--- config.mk ---
export PLATFORM = sky130hd
export DESIGN_NAME = jtag_master
export DESIGN_NICKNAME = d
export VERILOG_FILES = /design/src/rtl/jtag_master.sv
export SDC_FILE = /design/constraint.sdc
export NUM_CORES = 1
export LEC_CHECK = 0
export ABC_CLOCK_PERIOD_IN_PS = 2840
export BUFFER_PORTS_ARGS = -buffer_cell sky130_fd_sc_hd__buf_2
export CAP_MARGIN = 20
export CORE_UTILIZATION = 45
export DETAILED_ROUTE_END_ITERATION = 8
export HOLD_SLACK_MARGIN = 0.1
export PLACE_DENSITY = 0.65
export SLEW_MARGIN = 20
export SYNTH_ARGS = -nofsm -noshare
export SYNTH_HDL_FRONTEND = slang
export SYNTH_SLANG_ARGS = --single-unit
--- constraint.sdc ---
create_clock -name clk -period 2.84 [get_ports clk]
set_input_delay 0.426 -clock clk [delete_from_list [all_inputs] [get_ports clk]]
set_output_delay 0.426 -clock clk [all_outputs]
set_load 0.1 [all_outputs]
--- src/rtl/jtag_master.sv ---
module jtag_master #(
  parameter int DATA_W = 32,
  parameter int DIV_W  = 8,
  localparam int LEN_W = $clog2(DATA_W + 1),
  localparam int IDX_W = (DATA_W > 1) ? $clog2(DATA_W) : 1,
  localparam int TIK_W = LEN_W + 1
) (
  input  logic              clk,
  input  logic              rst_n,
  input  logic [DIV_W-1:0]  half_div,
  input  logic              cmd_valid,
  output logic              cmd_ready,
  input  logic [1:0]        cmd_op,
  input  logic [LEN_W-1:0]  cmd_len,
  input  logic [DATA_W-1:0] cmd_data,
  input  logic              cmd_msb,
  input  logic              cmd_end,
  input  logic              cmd_idle,
  output logic              done,
  output logic [DATA_W-1:0] rdata,
  output logic              tck,
  output logic              tms,
  output logic              tdi,
  input  logic              tdo
);

  localparam logic [1:0] OP_RESET = 2'd0;
  localparam logic [1:0] OP_IR    = 2'd1;
  localparam logic [1:0] OP_DR    = 2'd2;
  localparam logic [1:0] OP_SHIFT = 2'd3;

  typedef enum logic [1:0] {S_IDLE, S_START, S_LOW, S_HIGH} state_t;

  state_t            st;
  logic [1:0]        op_q;
  logic [LEN_W-1:0]  len_q;
  logic              msb_q, end_q, mid_scan;
  logic [DATA_W-1:0] sreg, mask_q, mask_in, cap_lsb, cap_msb;
  logic [5:0]        nav_q, nav_in, nav_sel;
  logic [TIK_W-1:0]  idx, nidx, last_q, last_in, len_t;
  logic [DIV_W-1:0]  div_q, dcnt;
  logic [IDX_W-1:0]  top_idx;
  logic              tck_q, tms_q, tdi_q, done_q;
  logic [DATA_W-1:0] rdata_q;
  logic              shifting, nav_cmd, tms_n, tdi_n, data_tick;

  assign cmd_ready = (st == S_IDLE);
  assign done      = done_q;
  assign rdata     = rdata_q;
  assign tck       = tck_q;
  assign tms       = tms_q;
  assign tdi       = tdi_q;

  assign shifting  = (op_q == OP_SHIFT);
  assign nav_cmd   = (cmd_op == OP_IR) || (cmd_op == OP_DR);
  assign len_t     = TIK_W'(len_q);
  assign top_idx   = IDX_W'(len_q - 1'b1);
  assign nidx      = (st == S_START) ? '0 : idx + TIK_W'(1);
  assign nav_sel   = nav_q >> nidx;
  assign data_tick = shifting && (idx < len_t);

  always_comb begin
    for (int i = 0; i < DATA_W; i++) mask_in[i] = (i < int'(cmd_len));
  end

  always_comb begin
    case (cmd_op)
      OP_RESET: begin nav_in = 6'b011111; last_in = TIK_W'(5); end
      OP_IR:    begin nav_in = 6'b000011; last_in = TIK_W'(3); end
      OP_DR:    begin nav_in = 6'b000001; last_in = TIK_W'(2); end
      default: begin
        nav_in  = 6'b000000;
        last_in = TIK_W'(cmd_len) - TIK_W'(1) + TIK_W'(cmd_end)
                + TIK_W'(cmd_end & cmd_idle);
      end
    endcase
  end

  always_comb begin
    if (!shifting)             tms_n = nav_sel[0];
    else if (nidx < len_t)     tms_n = end_q && (nidx == len_t - TIK_W'(1));
    else                       tms_n = (nidx == len_t);
  end

  always_comb begin
    if (shifting && (nidx < len_t)) tdi_n = msb_q ? sreg[top_idx] : sreg[0];
    else                            tdi_n = 1'b1;
  end

  always_comb begin
    cap_lsb          = sreg >> 1;
    cap_lsb[top_idx] = tdo;
    cap_msb          = ((sreg << 1) | DATA_W'(tdo)) & mask_q;
  end

  always_ff @(posedge clk) begin
    if (!rst_n) begin
      st       <= S_IDLE;
      op_q     <= OP_RESET;
      len_q    <= '0;
      msb_q    <= 1'b0;
      end_q    <= 1'b0;
      mid_scan <= 1'b0;
      sreg     <= '0;
      mask_q   <= '0;
      nav_q    <= '0;
      idx      <= '0;
      last_q   <= '0;
      div_q    <= '0;
      dcnt     <= '0;
      tck_q    <= 1'b1;
      tms_q    <= 1'b1;
      tdi_q    <= 1'b1;
      done_q   <= 1'b0;
      rdata_q  <= '0;
    end else begin
      done_q <= 1'b0;
      case (st)
        S_IDLE: if (cmd_valid) begin
          if (nav_cmd && mid_scan) begin
            done_q  <= 1'b1;
            rdata_q <= '0;
          end else begin
            op_q   <= cmd_op;
            len_q  <= cmd_len;
            msb_q  <= cmd_msb;
            end_q  <= cmd_end;
            sreg   <= cmd_data & mask_in;
            mask_q <= mask_in;
            nav_q  <= nav_in;
            last_q <= last_in;
            div_q  <= half_div;
            idx    <= '0;
            st     <= S_START;
          end
        end
        S_START: begin
          idx   <= nidx;
          tms_q <= tms_n;
          tdi_q <= tdi_n;
          tck_q <= 1'b0;
          dcnt  <= div_q;
          st    <= S_LOW;
        end
        S_LOW: begin
          if (dcnt == '0) begin
            tck_q <= 1'b1;
            dcnt  <= div_q;
            st    <= S_HIGH;
            if (data_tick) sreg <= msb_q ? cap_msb : cap_lsb;
          end else begin
            dcnt <= dcnt - 1'b1;
          end
        end
        S_HIGH: begin
          if (dcnt != '0) begin
            dcnt <= dcnt - 1'b1;
          end else if (idx == last_q) begin
            st       <= S_IDLE;
            done_q   <= 1'b1;
            rdata_q  <= shifting ? sreg : '0;
            tdi_q    <= 1'b1;
            mid_scan <= shifting && !end_q;
          end else begin
            idx   <= nidx;
            tms_q <= tms_n;
            tdi_q <= tdi_n;
            tck_q <= 1'b0;
            dcnt  <= div_q;
            st    <= S_LOW;
          end
        end
        default: st <= S_IDLE;
      endcase
    end
  end

endmodule

## Yosys cells after proc, flatten, opt, wreduce, memory -nomap -nowiden

Index checks and enable logic that the tools add are counted.

- Bits of input ports: 55
- Register bits: 149
- Output and inout bits: 37
- Memories kept: 0
- Bits in writable memories: 0
- Bits in read-only memories: 0
- Latch bits: 0

- Equality and inequality tests: 18
- Mux-type cells: 54
- Shift-type cells: 1
- Reduce and logical (&&, ||, !) cells: 27
- $lt $le $gt $ge: 36
- Bitwise operators: 6
- $add $sub $neg: 7
- Multiply operators: 0
- Div/mod/pow operators: 0

Operators with widths:

| cell | number |
|---|---|
| $mux 32 | 10 |
| $pmux 32 s2 | 2 |
| $lt 5x6->1 const A | 16 |
| $and 32x32->32 | 2 |
| $lt 4x6->1 const A | 8 |
| $pmux 7 s3 | 2 |
| $mux 7 | 5 |
| $bwmux 32 | 1 |
| $or 32x1->32 | 1 |
| $lt 3x6->1 const A | 4 |
| $mux 8 | 3 |
| $pmux 8 s3 | 1 |
| $mux 1 | 17 |
| $pmux 5 s3 | 1 |
| $reduce_and 5->1 | 3 |
| $add 7x1->7 | 2 |
| $eq 7x7->1 | 2 |
| $lt 7x6->1 | 2 |
| $ne 2x2->1 const B | 7 |
| $sub 6x1->7 const B | 2 |
| $lt 1x6->1 const A | 2 |
| $lt 2x6->1 const A | 2 |
| $mux 2 | 5 |
| $reduce_and 3->1 | 3 |
| 28 further kinds | 46 |

## Depth between registers and ports, before layout

Gate-level depths: netlist (run 1).

- Depth in word-level cells: 10
- Mapped depth: 14
- Gate-level depth less buffers: 13

## Worst setup path after synthesis (run 1)

Ideal clock, no wire load.

- Path type: reg2reg
- Start: reg idx[1]
- End: reg tms_q (netlist: tms)
- Period minus slack after synthesis: 3.046 ns
- Cell stages (with the launch flop): 13
- Data required time: 2.765 ns
- Slack: -0.206 ns
- Path buffers: 0
- Data arrival time: 2.971 ns
- Cell sequence: dfxtp_1 -> ha_1 -> nand3_1 -> xor2_1 -> nor2_1 -> ha_1 -> nand3_1 -> a21oi_1 -> a211oi_1 -> nor2_2 -> or4_4 -> or3_1 -> a31oi_1

- Cells in the longest elaborated chain, start to end: 9
- Elaborated cells between the ends (all ways): 15
- Those cells by class: add/sub (1); order compare (1); eq/ne (4); shift (1); mux (6); reduce/logical (2)

RTL lines:

| element | line | RTL |
|---|---|---|
| start: declaration | 40 | `logic [TIK_W-1:0] idx, nidx, last_q, last_in, len_t;` |
| start signal: assignment | 138 | `idx <= nidx;` |
| start signal: assignment | 165 | `idx <= nidx;` |
| parallel branches: the longest is 9 deep, another holds $add 7x1->7 | -- |  |
| end signal: assignment | 139 | `tms_q <= tms_n;` |
| end signal: assignment | 166 | `tms_q <= tms_n;` |
| end: declaration | 43 | `logic tck_q, tms_q, tdi_q, done_q;` |

Parallel ways; which one is timed is not known. The select of a mux whose other input is x is not followed.
A chain may end at the register's enable or synchronous reset.

## Final worst setup path (run 1)

- Start: reg idx[0]
- End: reg tms_q (netlist: tms)

The elaborated chain is that of the path after synthesis.

==> impl_metrics.tcl, run 1 <==
set metrics [dict create \
    status "complete, no violations" \
    coreArea_um2 18800 \
    hold_path_class "primary input to register" \
    p_per_area_nw_per_um2 640 \
    final_cell_mix "nand2_1, dfxtp_1, a21oi_1" \
    async_reset_ff_frac 0 \
    fin_crit_sh 0.961 \
    synthFlopType "dfxtp_1" \
    postPlaceCellArea_um2 9490 \
    fp-row-count 50 \
    area_delta_synth_final_pct 17.0 \
    maxCapViolations 0 \
    reg2reg_to "tms" \
    grt_pass1_vias 7525 \
    worstSetupPathType "register to register" \
    fin_crit_ns 2.73 \
    skew_ns 0.0109 \
    rsz0062_at_grt "yes" \
    postRouteAntennaNets 0 \
    cts_inserted_buffers 17 \
    yosysSeqAreaShare 0.335 \
    min_from "half_div[1]" \
    synthesis.area_um2 8660 \
    synth_cells 1128 \
    irDropWorstVdd_v 0.000428 \
    drt-total-wl_um 27300 \
    report.final.slew_viol_count 0 \
    worst_setup_path_end_kind "register" \
    clkTransAtPathRegs_ns 0.06 \
    grt_max_degree 75 \
    timing.final.ws_setup_ns 0.110 \
    cts.sinks 145 \
    numPortBuffers 91 \
    grt-ovfl-total 0 \
    finalSetupViolations 0 \
    r2r_start "idx[0]" \
    syn_nets 1219 \
    cts-root-buf "clkbuf_16" \
    initial_utilization 0.461 \
    syn_avg_cell_area_um2 7.68 \
    drc 0 \
    leakage_nw 4.20 \
    track_usage 0.280 \
    clock_path_buffers 2 \
    synth.distinct_cells 72 \
    ff2ff_path_depth 11 \
    clock_latency_ns 0.44 \
    clock.fmax_mhz 366 \
    fin_area_um2 10100 \
    h-tree-depth 4 \
    min_path_cells 3 \
    arrival_ns 3.09 \
    grt_pass1_wl_um 42900 \
    die_height_um 141 \
    layout-drive-gt1-share 0.181 \
    cts_tree "done" \
    drt_iter0_drc 921 \
    die_x_um 141 \
    start_kind "register" \
    num_vias 8490 \
    crit_fanout 5 \
    ys_ff_latch 145 \
    avgRoutedWirePerCell_um 18.9 \
    antennaDiodeCount 0 \
    viasPerCell 5.87 \
    finish.utilization 0.540 \
    antenna_found_initial 0 \
    cts_hold_buf 0 \
    synth_warnings 0 \
    tightest_slew_ns 0.697 \
    layout_commonest_cell "nand2_1" \
    finalPower_mw 6.48 \
    critPathRequiredTime_ns 3.20 \
    min_to "div_q[1]" \
    ioPinCount 92 \
    fin_hold_ws_ns 0.221 \
    dr.pass1.iters 6 \
    dp_hpwl_um 19500 \
    synth_edf_count 0 \
    relSlewSlack 0.533 \
    pre_cts_ws_ns 0.0396 \
    r2r_setup_slack_ns 0.11 \
    hold_viol_final 0 \
    globalplace.congestion 0.923 \
    dieArea_um2 19800 \
    fin_nets 1290 \
]
[critical path: stages (launching register included)]
cell	delay [ns]
dfxtp_1	0.35
buf_4	0.15
nand3_1	0.08
xor2_1	0.15
nor2_2	0.12
ha_1	0.26
a21o_1	0.17
a211oi_2	0.31
nor2_2	0.07
or4_4	0.48
or3_1	0.37
a31oi_1	0.16
[where the power goes]
part / switching [mW] / leakage, nW / internal [mW] / total (mW)
clock: 1.01 / 0.293 / 1.35 / 2.36
sequential: 0.221 / 1.19 / 2.22 / 2.44
combinational: 1.06 / 2.72 / 0.618 / 1.68
[cells in the mapped netlist (8+ instances only)]
master | n | share of area
a211oi_1 | 8 | 0.0069
a21boi_0 | 11 | 0.0095
a21boi_1 | 27 | 0.023
a21o_1 | 13 | 0.011
a21oi_1 | 104 | 0.060
a311oi_1 | 10 | 0.010
a31oi_1 | 9 | 0.0065
clkbuf_1 | 72 | 0.031
dfxtp_1 | 145 | 0.34
ha_1 | 35 | 0.051
inv_1 | 31 | 0.013
mux2i_1 | 21 | 0.024
mux4_2 | 8 | 0.021
nand2_1 | 217 | 0.094
nand2b_1 | 10 | 0.0072
nand3_1 | 74 | 0.043
nand4_1 | 19 | 0.014
nor2_1 | 71 | 0.031
nor3_1 | 25 | 0.014
o211a_1 | 11 | 0.013
o211ai_1 | 14 | 0.012
o21ai_0 | 49 | 0.028
xnor2_1 | 15 | 0.015
xor2_1 | 10 | 0.010
[how the worst max path moves through the flow]
stage,from,to,depth (start not counted)
floorplan,st[1],tms,11
global placement,st[1],tms,13
detailed placement,st[1],tms,13
CTS,st[1],tms,13
global route,idx[1],tms,12
finish,idx[0],tms,11
[repair_timing]
action	in CTS	in global routing
gates resized for setup	0	9
endpoints found under the setup margin	0	26
setup buffers	0	1
[cell families after synthesis]
| kind of cell | count (synthesis) | share of synthesized area |
|---|---|---|
| fa+ha+maj | 36 | 0.0529 |
| flops | 145 | 0.335 |
| mux | 36 | 0.0555 |
| compound gates | 308 | 0.233 |
| simple gates | 458 | 0.241 |
| buf+inv | 120 | 0.0577 |
| xor+xnor | 25 | 0.0253 |
[final cells by class]
type	count	area, um2
Fill cell	1804	8630
Multi-Input combinational cell	863	5320
Sequential cell	145	2900
Timing Repair Buffer	140	886
Clock buffer	18	439
Tap cell	234	293
Clock inverter	14	168
Inverter	32	120
[flip-flops by register name, indices dropped and copies added (netlist names)]
name      cells
len_q         6
done          1
tdi           1
tms           1
div_q         8
idx           7
rdata        32
sreg         32
tck           1
mid_scan      1
nav_q         3
last_q        7
msb_q         1
op_q          2
end_q         1
st            2
dcnt          8
mask_q       31
[per-layer routing]
| metal | GRT usage | wire length [um] | share of wire |
|---|---|---|---|
| met5 | 0 | 0 | 0 |
| met4 | 0.0612 | 331 | 0.012 |
| met3 | 0.0768 | 2670 | 0.098 |
| met2 | 0.389 | 11200 | 0.41 |
| met1 | 0.422 | 13100 | 0.48 |
[per-stage QoR]
stage                     cells  setup TNS [ns]
final                      1446               0
after global routing       1446         -0.0525
after CTS                  1445               0
after detailed placement   1413               0
after global placement     1413               0
after floorplan            1128               0
Note: power is estimated with default switching activity, not from simulation.
==> inputs of run 2 (changes only) <==
--- a/config.mk
+++ b/config.mk
@@ -8,10 +8,9 @@
 export ABC_CLOCK_PERIOD_IN_PS = 2840
 export BUFFER_PORTS_ARGS = -buffer_cell sky130_fd_sc_hd__buf_2
 export CAP_MARGIN = 20
-export CORE_UTILIZATION = 45
+export CORE_UTILIZATION = 35
 export DETAILED_ROUTE_END_ITERATION = 8
 export HOLD_SLACK_MARGIN = 0.1
-export PLACE_DENSITY = 0.65
 export SLEW_MARGIN = 20
 export SYNTH_ARGS = -nofsm -noshare
 export SYNTH_HDL_FRONTEND = slang
==> impl_metrics.tcl, run 2 (synthesized netlist as in run 1, its figures left out) <==
set metrics [dict create \
    hold_viol_final 0 \
    register_area_um2 2910 \
    cts-root-buf "clkbuf_16" \
    antennaDiodeCount 0 \
    drt_iter0_drc 928 \
    finalSetupViolations 0 \
    rsz0062_at_grt "no" \
    cts_hold_buf 0 \
    p_seq_frac 0.377 \
    r2r_setup_slack_ns 0.16 \
    coreArea_um2 24300 \
    clkTransAtPathRegs_ns 0.07 \
    cts_inserted_buffers 17 \
    grt_pass1_wl_um 45200 \
    cts_tree "done" \
    track_usage 0.227 \
    ioPinCount 92 \
    dieArea_um2 25400 \
    fin_hold_ws_ns 0.230 \
    dp.cells 1505 \
    fin_nets 1297 \
    leakage_nw 4.24 \
    cts.sinks 145 \
    drc 0 \
    dp_hpwl_um 20700 \
    report.final.slew_viol_count 0 \
    globalplace.congestion 0.891 \
    fin_crit_sh 0.944 \
    num_vias 8539 \
    clock_path_buffers 2 \
    avgRoutedWirePerCell_um 18.9 \
    antenna_found_initial 0 \
    clock_latency_ns 0.43 \
    ff2ff_path_depth 12 \
    area_delta_synth_final_pct 19.5 \
    start_kind "register" \
    final_cell_mix "nand2_1, dfxtp_1, a21oi_1" \
    die_x_um 159 \
    p_sw_frac 0.352 \
    drt-total-wl_um 29100 \
    maxCapViolations 0 \
    skew_ns 0.0110 \
    initial_utilization 0.356 \
    grt_max_degree 61 \
    die_height_um 159 \
    crit_fanout 4 \
    dr.pass1.iters 5 \
    clock.fmax_mhz 373 \
    relSlewSlack 0.538 \
    p_int_mw 4.18 \
    p_per_area_nw_per_um2 624 \
    worstSetupPathType "register to register" \
    viasPerCell 5.54 \
    h-tree-depth 4 \
    layout-drive-gt1-share 0.186 \
    grt-ovfl-total 0 \
    arrival_ns 3.03 \
    fp-row-count 57 \
    finalSetupTns_ns 0 \
    multi_input_area_um2 5370 \
    postRouteAntennaNets 0 \
    worst_setup_path_end_kind "register" \
    p_comb_frac 0.272 \
    hold_path_class "primary input to register" \
    min_path_cells 3 \
    power.switching_mw 2.27 \
    pre_cts_ws_ns 0.0140 \
    clkPwrFrac 0.351 \
    instances_no_fill 1542 \
    timing.final.ws_setup_ns 0.159 \
    numPortBuffers 91 \
    layout_commonest_cell "nand2_1" \
    tightest_slew_ns 0.691 \
    fillCellCount 2528 \
    status "complete, no violations" \
    irDropWorstVdd_v 0.000328 \
    critPathRequiredTime_ns 3.19 \
    grt_pass1_vias 7761 \
    fin_crit_ns 2.68 \
]
## run 2: changes by cell type in the layout (fill, tap and decap cells not counted), sizes merged
cell	before	now
buf	140	146
clkinv	2	7
inv	40	35
clkbuf	18	19
clkinvlp	2	1
## run 2: stage by stage
step / util / area (um2) / total power [mW]
CTS: 0.419 / 10200 / 6.40
detailed placement: 0.395 / 9610 / 4.14
global placement: 0.395 / 9610 / 4.12
finish: 0.425 / 10300 / 6.45
floorplan: - / 8670 / 3.56
global route: 0.425 / 10300 / 6.74
## run 2: critical path: stages (launching register included)
cell,delay (ns)
dfxtp_2,0.34
ha_2,0.19
buf_4,0.16
xnor2_4,0.15
nor2_4,0.15
ha_4,0.22
nand3_2,0.08
a21oi_1,0.05
a211oi_2,0.29
nor2_2,0.07
or4_4,0.48
or3_1,0.32
a31oi_1,0.12
## run 2: routing by layer
| metal | global-route usage | share of wire | vias up |
|---|---|---|---|
| met3 | 0.0414 | 0.071 | 35 |
| li1 | - | - | 4149 |
| met2 | 0.327 | 0.42 | 312 |
| met5 | 0 | 0 | - |
| met4 | 0.0686 | 0.019 | 0 |
| met1 | 0.339 | 0.49 | 4043 |
## run 2: worst paths after layout
| kind | start | to |
|---|---|---|
| max | idx[0] | tms |
| min | half_div[5] | div_q[5] |
| max reg2reg | idx[0] | tms |
| min reg2reg | rdata[30] | rdata[30] |
## run 2: area by class of cell
| type | count | area share |
|---|---|---|
| inverters | 32 | 0.0116 |
| well taps | 324 | 0.0392 |
| repair buffers | 147 | 0.0924 |
| clock inverters | 13 | 0.0149 |
| flip-flops and latches | 145 | 0.281 |
| multi-input cells | 863 | 0.519 |
| clock buffers | 18 | 0.0415 |
## run 2: repair_timing
action | in CTS | in global routing
resized for setup | 0 | 15
pin swaps | 1 | 8
gates cloned | 0 | 1
endpoints found under the setup margin | 1 | 16
buffers inserted | 0 | 5
## run 2: power groups by stage
| stage | Sequential, mW | Clock [mW] | Combinational [mW] |
|---|---|---|---|
| after CTS | 2.42 | 2.30 | 1.68 |
| final | 2.43 | 2.26 | 1.76 |
| after detailed placement | 2.46 | 0 | 1.67 |
| after floorplan | 2.42 | 0 | 1.14 |
| after global placement | 2.46 | 0 | 1.66 |
| after global routing | 2.45 | 2.37 | 1.92 |
==> inputs of run 3 (changes only) <==
--- a/config.mk
+++ b/config.mk
@@ -8,9 +8,13 @@
 export ABC_CLOCK_PERIOD_IN_PS = 2840
 export BUFFER_PORTS_ARGS = -buffer_cell sky130_fd_sc_hd__buf_2
 export CAP_MARGIN = 20
+export CELL_PAD_IN_SITES_DETAIL_PLACEMENT = 0
+export CELL_PAD_IN_SITES_GLOBAL_PLACEMENT = 1
 export CORE_UTILIZATION = 35
+export CTS_BUF_LIST = sky130_fd_sc_hd__clkbuf_8
 export DETAILED_ROUTE_END_ITERATION = 8
 export HOLD_SLACK_MARGIN = 0.1
+export PLACE_DENSITY_LB_ADDON = 0.1
 export SLEW_MARGIN = 20
 export SYNTH_ARGS = -nofsm -noshare
 export SYNTH_HDL_FRONTEND = slang
==> impl_metrics.tcl, run 3 (synthesized netlist as in run 1, its figures left out) <==
set metrics [dict create \
    status "complete, no violations" \
    path_delay_family "simple AND/OR/NAND/NOR gates" \
    grt-ovfl-total 0 \
    timing.final.ws_setup_ns 0.107 \
    fin_nets 1300 \
    antennaDiodeCount 0 \
    globalplace.congestion 0.879 \
    cts_tree "done" \
    skew_ns 0.0164 \
    arrival_ns 3.12 \
    dp.cells 1510 \
    dr.pass1.iters 5 \
    drt_iter0_drc 703 \
    fillCellCount 2624 \
    numPortBuffers 91 \
    coreArea_um2 24300 \
    maxCapViolations 0 \
    area_delta_synth_final_pct 16.5 \
    h-tree-depth 4 \
    track_usage 0.241 \
    grt_pass1_wl_um 47400 \
    dp_hpwl_um 22400 \
    multi_input_area_um2 5320 \
    cts_hold_buf 0 \
    cts.sinks 145 \
    fin_area_um2 10100 \
    cts_inserted_buffers 17 \
    hold_path_class "primary input to register" \
    clock_path_buffers 2 \
    drt-total-wl_um 30500 \
    postRouteAntennaNets 0 \
    pre_cts_ws_ns 0.0154 \
    clock_latency_ns 0.46 \
    irDropWorstVdd_v 0.000232 \
    fp-row-count 57 \
    worstPathCellList "buf_6 > nand3_1 > xor2_1 > nor2_1 > ha_1 > a21o_1 > a211oi_4 > nor2_2 > or4_4 > or3_1 > a31oi_1" \
    postPlaceCellArea_um2 9640 \
    clkTransAtPathRegs_ns 0.09 \
    start_kind "register" \
    dieArea_um2 25400 \
    finalSetupViolations 0 \
    worstSetupPathType "register to register" \
    die_x_um 159 \
    fin_crit_sh 0.962 \
    instances_no_fill 1544 \
    initial_utilization 0.356 \
    fin_crit_ns 2.73 \
    final_cell_mix "nand2_1, dfxtp_1, a21oi_1" \
    layout_commonest_cell "nand2_1" \
    ioPinCount 92 \
    layout-drive-gt1-share 0.182 \
    report.final.slew_viol_count 0 \
    drc 0 \
    critPathRequiredTime_ns 3.22 \
    path_buf_inv 1 \
    viasPerCell 5.46 \
    avgRoutedWirePerCell_um 19.8 \
    leakage_nw 4.14 \
    p_per_area_nw_per_um2 584 \
    num_vias 8428 \
    register_area_um2 2910 \
    clock.fmax_mhz 366 \
    slowest_delay_ns 0.48 \
    hold_viol_final 0 \
    slowest_stage "or4_4" \
    crit_fanout 4 \
    finalPower_mw 5.89 \
    grt_pass1_vias 7781 \
    worst_setup_path_end_kind "register" \
    grt_max_degree 61 \
    relSlewSlack 0.489 \
    die_height_um 159 \
    antenna_found_initial 0 \
    cts-root-buf "clkbuf_8" \
    tightest_slew_ns 0.763 \
]
[run 3: changes by cell type in the layout (fill, tap and decap cells not counted), sizes merged]
cell      delta
inv          +2
buf          +4
clkinvlp     +3
clkbuf       -2
clkinv       -5
[run 3: final timing paths]
path / slack (ns) / start / end / cells past startpoint
worst max register to register: 0.11 / idx[1] / tms / 11
worst min register to register: 0.45 / rdata[30] / rdata[30] / 2
worst max-delay path: 0.11 / idx[1] / tms / 11
worst min-delay path: 0.19 / half_div[1] / div_q[1] / 3
[run 3: repair_timing]
action | in CTS | in global routing
setup buffers | 0 | 4
setup endpoints to repair | 1 | 2
pin swaps | 1 | 7
gates resized for setup | 0 | 7
[run 3: area by class of cell]
type,instances,area share
clock inverter,13,0.0153
clock buffer,17,0.0232
multi-input combinational,863,0.527
tap,324,0.0402
inverter,32,0.0119
timing repair buffer,150,0.0944
sequential,145,0.288
[run 3: worst min-delay path: stages]
cell,delay [ns]
buf_2,0.09
nand2_1,0.04
a21oi_1,0.05
[run 3: per-stage QoR]
step	hold slack [ns]	utilization	TNS, ns
CTS	0.172	0.412	0
detailed placement	0.442	0.396	0
global placement	0.437	0.396	0
floorplan	0.436	-	0
finish	0.193	0.415	0
global route	0.189	0.415	-0.0501
[run 3: power by group]
group          total [mW]  switching (mW)  leakage (nW)  internal, mW
Clock                1.70           0.911         0.184         0.791
Sequential           2.45           0.238          1.19          2.22
Combinational        1.73            1.10          2.77         0.635
Total                5.89            2.25          4.14          3.64
[run 3: per-layer routing]
layer	GRT usage	vias up	share of wire	routed length [um]
li1	-	4166	-	-
met1	0.391	3994	0.54	16400
met4	0.0398	0	0.0073	224
met3	0.0359	18	0.054	1660
met2	0.331	250	0.40	12200
met5	0	-	0	0
